--- src/rtl/vseq_pkg.sv ---
// Package: shared types for the element sequencer.
// Assumes: nothing beyond IEEE 1800-2017.
package vseq_pkg;
    // Run state of the element walker.
    typedef enum logic {
        ST_IDLE = 1'b0,
        ST_RUN  = 1'b1
    } seq_state_e;

    // Operand slots, used as generate indices in the top module.
    localparam int OPND_RD  = 0;
    localparam int OPND_RA  = 1;
    localparam int OPND_RB  = 2;
    localparam int OPND_NUM = 3;
endpackage

--- src/rtl/vseq_ctrl.sv ---
// Module: vseq_ctrl
// Walks the element index from 0 up to the latched length minus one. It
// skips elements whose predicate bit is clear and waits on the consumer for
// the others. It latches the length (clamped to VLMAX) and the mask on an
// accepted start, and raises a one-cycle done at the end of a run.
// Assumes: start is only acted on when idle; VLMAX is a power of two.
module vseq_ctrl
    import vseq_pkg::*;
#(
    parameter int VLMAX = 64,
    parameter int VLW   = $clog2(VLMAX + 1),
    parameter int IW    = $clog2(VLMAX)
) (
    input  logic             clk,
    input  logic             rst_n,
    input  logic             start,
    input  logic [VLW-1:0]   vl,
    input  logic [VLMAX-1:0] pred_mask,
    input  logic             iss_ready,
    output logic             load,
    output logic             advance,
    output logic             busy,
    output logic             active,
    output logic             done,
    output logic [IW-1:0]    elem,
    output logic [VLW-1:0]   cfg_vl,
    output logic [VLMAX-1:0] cfg_mask
);
    localparam logic [VLW-1:0] VL_CAP = VLW'(VLMAX);

    seq_state_e     state_q;
    logic [VLW-1:0] vl_eff;
    logic           last_elem;

    // Clamp the requested length to the supported maximum.
    always_comb vl_eff = (vl > VL_CAP) ? VL_CAP : vl;

    // Decode the handshake-level controls from the current state.
    always_comb begin
        busy      = (state_q == ST_RUN);
        load      = start && !busy;
        active    = busy && cfg_mask[elem];
        advance   = busy && (!cfg_mask[elem] || iss_ready);
        last_elem = (VLW'(elem) == (cfg_vl - VLW'(1)));
    end

    // State, element counter, latched config and the done pulse.
    always_ff @(posedge clk) begin
        if (!rst_n) begin
            state_q  <= ST_IDLE;
            cfg_vl   <= '0;
            cfg_mask <= '0;
            elem     <= '0;
            done     <= 1'b0;
        end else begin
            done <= 1'b0;
            if (load) begin
                cfg_vl   <= vl_eff;
                cfg_mask <= pred_mask;
                elem     <= '0;
                if (vl_eff != '0) begin
                    state_q <= ST_RUN;
                end else begin
                    done <= 1'b1;
                end
            end else if (advance) begin
                if (last_elem) begin
                    state_q <= ST_IDLE;
                    elem    <= '0;
                    done    <= 1'b1;
                end else begin
                    elem <= elem + IW'(1);
                end
            end
        end
    end
endmodule

--- src/rtl/vseq_offset.sv ---
// Module: vseq_offset
// Keeps one operand's base register and vectorised flag for the run, plus
// its element offset. The offset is cleared on load and steps on every
// element advance, but only when the operand is vectorised. The register
// number is base plus offset with RW-bit wrap.
// Assumes: load and advance are never high together.
module vseq_offset #(
    parameter int RW = 7,
    parameter int OW = 6
) (
    input  logic          clk,
    input  logic          rst_n,
    input  logic          load,
    input  logic          advance,
    input  logic [RW-1:0] base_in,
    input  logic          vec_in,
    output logic [RW-1:0] regnum
);
    logic [RW-1:0] base_q;
    logic          vec_q;
    logic [OW-1:0] off_q;

    // Latch operand config on load and step the offset on advance.
    always_ff @(posedge clk) begin
        if (!rst_n) begin
            base_q <= '0;
            vec_q  <= 1'b0;
            off_q  <= '0;
        end else if (load) begin
            base_q <= base_in;
            vec_q  <= vec_in;
            off_q  <= '0;
        end else if (advance && vec_q) begin
            off_q <= off_q + OW'(1);
        end
    end

    // Form the register number with modular wrap.
    always_comb regnum = base_q + RW'(off_q);
endmodule

--- src/rtl/vec_elem_seq.sv ---
// Module: vec_elem_seq (top)
// Expands one scalar operation into a run of predicated element records,
// one destination and two source register numbers each, handed out over a
// valid/ready port. One offset unit per operand is generated.
// Assumes: the consumer holds nothing back except through iss_ready.
module vec_elem_seq
    import vseq_pkg::*;
#(
    parameter int VLMAX = 64,
    parameter int RW    = 7,
    parameter int VLW   = $clog2(VLMAX + 1),
    parameter int IW    = $clog2(VLMAX)
) (
    input  logic             clk,
    input  logic             rst_n,
    input  logic             start,
    input  logic [VLW-1:0]   vl,
    input  logic [VLMAX-1:0] pred_mask,
    input  logic [RW-1:0]    rd_base,
    input  logic [RW-1:0]    ra_base,
    input  logic [RW-1:0]    rb_base,
    input  logic             rd_vec,
    input  logic             ra_vec,
    input  logic             rb_vec,
    input  logic             iss_ready,
    output logic             iss_valid,
    output logic [IW-1:0]    iss_elem,
    output logic [RW-1:0]    iss_rd,
    output logic [RW-1:0]    iss_ra,
    output logic [RW-1:0]    iss_rb,
    output logic             done
);
    logic             load_w;
    logic             adv_w;
    logic             busy_w;
    logic             active_w;
    logic [IW-1:0]    elem_w;
    logic [VLW-1:0]   cfg_vl_w;
    logic [VLMAX-1:0] cfg_mask_w;
    logic [RW-1:0]    base_arr [OPND_NUM];
    logic             vec_arr  [OPND_NUM];
    logic [RW-1:0]    reg_arr  [OPND_NUM];

    // Gather per-operand inputs into slot-indexed arrays.
    always_comb begin
        base_arr[OPND_RD] = rd_base;
        base_arr[OPND_RA] = ra_base;
        base_arr[OPND_RB] = rb_base;
        vec_arr[OPND_RD]  = rd_vec;
        vec_arr[OPND_RA]  = ra_vec;
        vec_arr[OPND_RB]  = rb_vec;
    end

    vseq_ctrl #(
        .VLMAX (VLMAX),
        .VLW   (VLW),
        .IW    (IW)
    ) u_ctrl (
        .clk       (clk),
        .rst_n     (rst_n),
        .start     (start),
        .vl        (vl),
        .pred_mask (pred_mask),
        .iss_ready (iss_ready),
        .load      (load_w),
        .advance   (adv_w),
        .busy      (busy_w),
        .active    (active_w),
        .done      (done),
        .elem      (elem_w),
        .cfg_vl    (cfg_vl_w),
        .cfg_mask  (cfg_mask_w)
    );

    for (genvar g = 0; g < OPND_NUM; g++) begin : g_opnd
        vseq_offset #(
            .RW (RW),
            .OW (IW)
        ) u_off (
            .clk     (clk),
            .rst_n   (rst_n),
            .load    (load_w),
            .advance (adv_w),
            .base_in (base_arr[g]),
            .vec_in  (vec_arr[g]),
            .regnum  (reg_arr[g])
        );
    end

    // Drive the issue record from the walker state.
    always_comb begin
        iss_valid = active_w;
        iss_elem  = elem_w;
        iss_rd    = reg_arr[OPND_RD];
        iss_ra    = reg_arr[OPND_RA];
        iss_rb    = reg_arr[OPND_RB];
    end
endmodule

--- config.mk ---
export PLATFORM = sky130hd
export DESIGN_NAME = vec_elem_seq
export DESIGN_NICKNAME = d
export VERILOG_FILES = /design/src/rtl/vseq_pkg.sv /design/src/rtl/vseq_ctrl.sv /design/src/rtl/vseq_offset.sv /design/src/rtl/vec_elem_seq.sv
export SDC_FILE = /design/constraint.sdc
export NUM_CORES = 1
export LEC_CHECK = 0
export CORE_MARGIN = 2
export CORE_UTILIZATION = 37
export DETAILED_ROUTE_END_ITERATION = 8
export SETUP_SLACK_MARGIN = 0.4
export SLEW_MARGIN = 20
export SYNTH_ARGS = -nofsm -noshare
export SYNTH_HDL_FRONTEND = slang
export SYNTH_SLANG_ARGS = --single-unit
--- constraint.sdc ---
create_clock -name clk -period 2.95 [get_ports clk]
set_input_delay 0.59 -clock clk [delete_from_list [all_inputs] [get_ports clk]]
set_output_delay 0.59 -clock clk [all_outputs]
set_load 0.02 [all_outputs]
==> impl_metrics.toml <==
[run_status]
status = "finished clean"

[grt]
grt_use_total_pct = 19.9
grt_pass1_vias = 5674
grt_max_degree = 59
grt_overflow_total = 0
grt_pass1_wl_microns = 28000
grt_antenna_before_repair = 0

[clock_tree]
ctsLongestPathBuffers = 2
cts.sinks = 121
ctsHoldBuffers = 0
clk_latency_ps = 420
cts_tree = "yes"
cts_made_buffers = 17
root_buffer = "clkbuf_16"
htreeDepth = 4
cts.clk_slew.worst_paths_ps = 60

[logic_synthesis]
synthCells = 722
synth-seq-cells = 121
synthArstFlopShare_pct = 0
synthFlopType = "dfxtp_1"
synthesis.nets = 847
ys_seq_area_share_pct = 39.3
synth_warnings = 0
synth.distinct_cells = 58
syn_area_per_cell_sq_um = 8.53
synth.cell_area_sq_mm = 0.00616
synth_edf_count = 0

[sta]
finalHoldViolCount = 0
rsz0062_at_grt = "true"
setup_violations = 0
clock_skew_ps = 10.3
slew-limit-headroom_pct = 57.7
fmax_ghz = 0.360
worstMarginPinSlew_ps = 633
maxSlewViolCount = 0
post-route-period-util_pct = 94.3
period_needed_ps = 2780
tns_ps = 0

[placement]
portBuffers = 127
dp.cells = 1055
dp_hpwl_microns = 12200
place_congestion = 0.825

[pwr]
switching_share_pct = 25.3
power_density_mw_per_mm2 = 492
pwr-share-seq_pct = 40.2
p_int_mw = 3.29
ir_worst_vdd_mv = 0.394
p_switching_mw = 1.11
power.leakage_nw = 3.47
comb_power_share_pct = 13.2
p_clk_share_pct = 46.5

[setup_path]
endpoint_kind = "primary output"
cp_max_fo = 8
crit_arrival_ps = 2190
required_ps = 2360
cp-start-kind = "flip-flop"
crit_type = "reg -> out"

[run]
maxCapViolCount = 0

[floorplanning]
io_pins = 128
placementRows = 47
die_area_sq_mm = 0.0177
die_w_microns = 133
die_height_microns = 133
start_util_pct = 37.6
coreArea_sq_mm = 0.0164

[drt]
post-route-drc-count = 0
dr.pass1.iters = 4
wl_per_cell_microns = 15.6
drt_wl_total_microns = 17400
postRouteAntennaNets = 0
vias = 5594
drt_iter0_drc = 293
via_per_inst = 5.00

[finish]
drive_gt1_share_pct = 21.9
n_fill_cell = 1462
antennaDiodeCount = 0
syn_to_final_growth_pct = 45.2
finalNetCount = 1010
final_cells = 1118

[worst_hold_path]
min_path_type = "reg -> reg"
==> metrics by stage <==
step                util [%]  area (sq um)  hold WS, ps  total power, mW  setup WS, ps
floorplan                  -          6160          439             2.07           506
global placement        47.3          7770          457             2.32         -13.2
detailed placement      47.3          7770          456             2.34         -41.9
CTS                     52.3          8580          464             4.41           140
global route            54.5          8940          488             4.57         -2.43
finish                  54.5          8940          460             4.40           169
==> logic make-up (layout without fill, tap and decap cells) <==
family	after synthesis	in the layout	share of synthesized area, %
muxes	21	21	6.11
DFF	121	121	39.3
xor gates and xnor gates	22	22	3.13
and+or+nand+nor	283	285	20.7
buffers and inverters	70	244	4.79
adders and majority gates	26	26	5.64
AOI/OAI and AO/OA	179	179	20.3
==> cell type report <==
| class | count | area [sq um] | area share, % |
|---|---|---|---|
| multi-input cells | 533 | 3740 | 41.8 |
| flip-flops and latches | 121 | 2450 | 27.4 |
| repair buffers | 188 | 1800 | 20.1 |
| clock buffers | 18 | 439 | 4.91 |
| well taps | 220 | 275 | 3.08 |
| clock inverters | 14 | 150 | 1.68 |
| inverters | 24 | 90.1 | 1.01 |
==> power by group through the flow <==
| stage | logic (mW) | clock network, mW | registers [mW] |
|---|---|---|---|
| finish | 0.582 | 2.05 | 1.77 |
| global route | 0.639 | 2.15 | 1.78 |
| CTS | 0.554 | 2.08 | 1.77 |
| detailed placement | 0.533 | 0 | 1.80 |
| global placement | 0.522 | 0 | 1.80 |
| floorplan | 0.287 | 0 | 1.78 |
==> per-layer routing <==
metal / global-route usage, % / up-vias / part of all wire (%)
li1: - / 2830 / -
met1: 25.1 / 2647 / 46
met2: 33.6 / 100 / 49
met3: 4.21 / 17 / 3.6
met4: 6.93 / 0 / 1.3
met5: 0 / - / 0
==> sequential cells by signal (all words and copies together), names as in the netlist <==
name                 count
u_ctrl.cfg_mask         64
u_ctrl.done              1
g_opnd.u_off.vec_q       3
u_ctrl.elem              6
u_ctrl.cfg_vl            7
u_ctrl.busy              1
g_opnd.u_off.off_q      18
g_opnd.u_off.base_q     21
==> Yosys cell counts (2+ instances only) <==
cell        n  area share (%)
or3_1      10             1.0
or4_1       7            0.85
nor2_1      8            0.49
inv_1      24             1.5
nand2b_1    4            0.41
nand3b_1    3            0.37
a22oi_1     4            0.49
mux4_1      3             1.3
xnor2_1    16             2.3
and2_1      3            0.30
dfxtp_1   121              39
clkbuf_1   34             2.1
buf_6       3            0.55
a22o_1      3            0.43
xor2_1      6            0.85
nor3b_1     2            0.24
mux2i_1     5            0.81
nand4_1    10             1.0
nor2b_1     5            0.51
o211ai_1    4            0.49
o22ai_1     2            0.20
buf_2       8            0.65
nand2_1   209              13
and3b_1     2            0.28
o21bai_1    6            0.73
a21o_1      6            0.73
o21ai_0    15             1.2
a21boi_0   91              11
nand3_1     7            0.57
a21oi_1    31             2.5
and4_1      2            0.28
o22a_1      2            0.28
mux4_2      9             3.3
mux2_2      4            0.73
fa_1        3            0.97
ha_1       23             4.7
nor4_1      2            0.20
o31ai_1     5            0.61
==> critical path, cell delays in order, from the launching register on <==
cell and delay (ps):
dfxtp_4 410, buf_6 140, mux4_2 490, nand2_1 80, nand4_1 120, nand3_1 140, o21ai_1 80, and2_1 180
buf_6 130
==> path summary, 6_finish.rpt <==
check | from | end | slack, ps | cells after the start
setup / recovery | u_ctrl.elem[0] | iss_valid | 170 | 8
hold / removal | u_ctrl.cfg_mask[33] | u_ctrl.cfg_mask[33] | 460 | 2
setup reg to reg | u_ctrl.elem[1] | u_ctrl.elem[2] | 240 | 11
hold reg to reg | u_ctrl.cfg_mask[33] | u_ctrl.cfg_mask[33] | 460 | 2
==> cell usage in the layout, fill, tap and decap left out, types with 4 or more instances in the layout <==
cell type	count
a21boi_0	91
a21o_1	6
a21oi_1	14
a21oi_2	17
buf_4	51
buf_6	17
clkbuf_16	18
clkdlybuf4s50_1	107
clkinvlp_4	6
dfxtp_1	105
dfxtp_2	12
dfxtp_4	4
dlygate4sd2_1	8
ha_1	17
ha_4	6
inv_1	18
inv_2	6
mux2i_1	5
mux4_2	12
nand2_1	209
nand3_1	6
nand4_1	10
nor2_1	7
nor2b_1	4
o211ai_1	4
o21ai_0	9
o21ai_1	5
o21bai_1	5
or3_1	9
or4_1	6
xnor2_1	15
xor2_1	5
==> timing repair <==
action	CTS	global route
gates resized for setup	118	60
buffers inserted	12	16
cloned	2	1
endpoints found under the setup margin	43	37
pin swaps	39	48
endpoints found under the hold margin	0	0
Power figures use the tool's default switching activity.
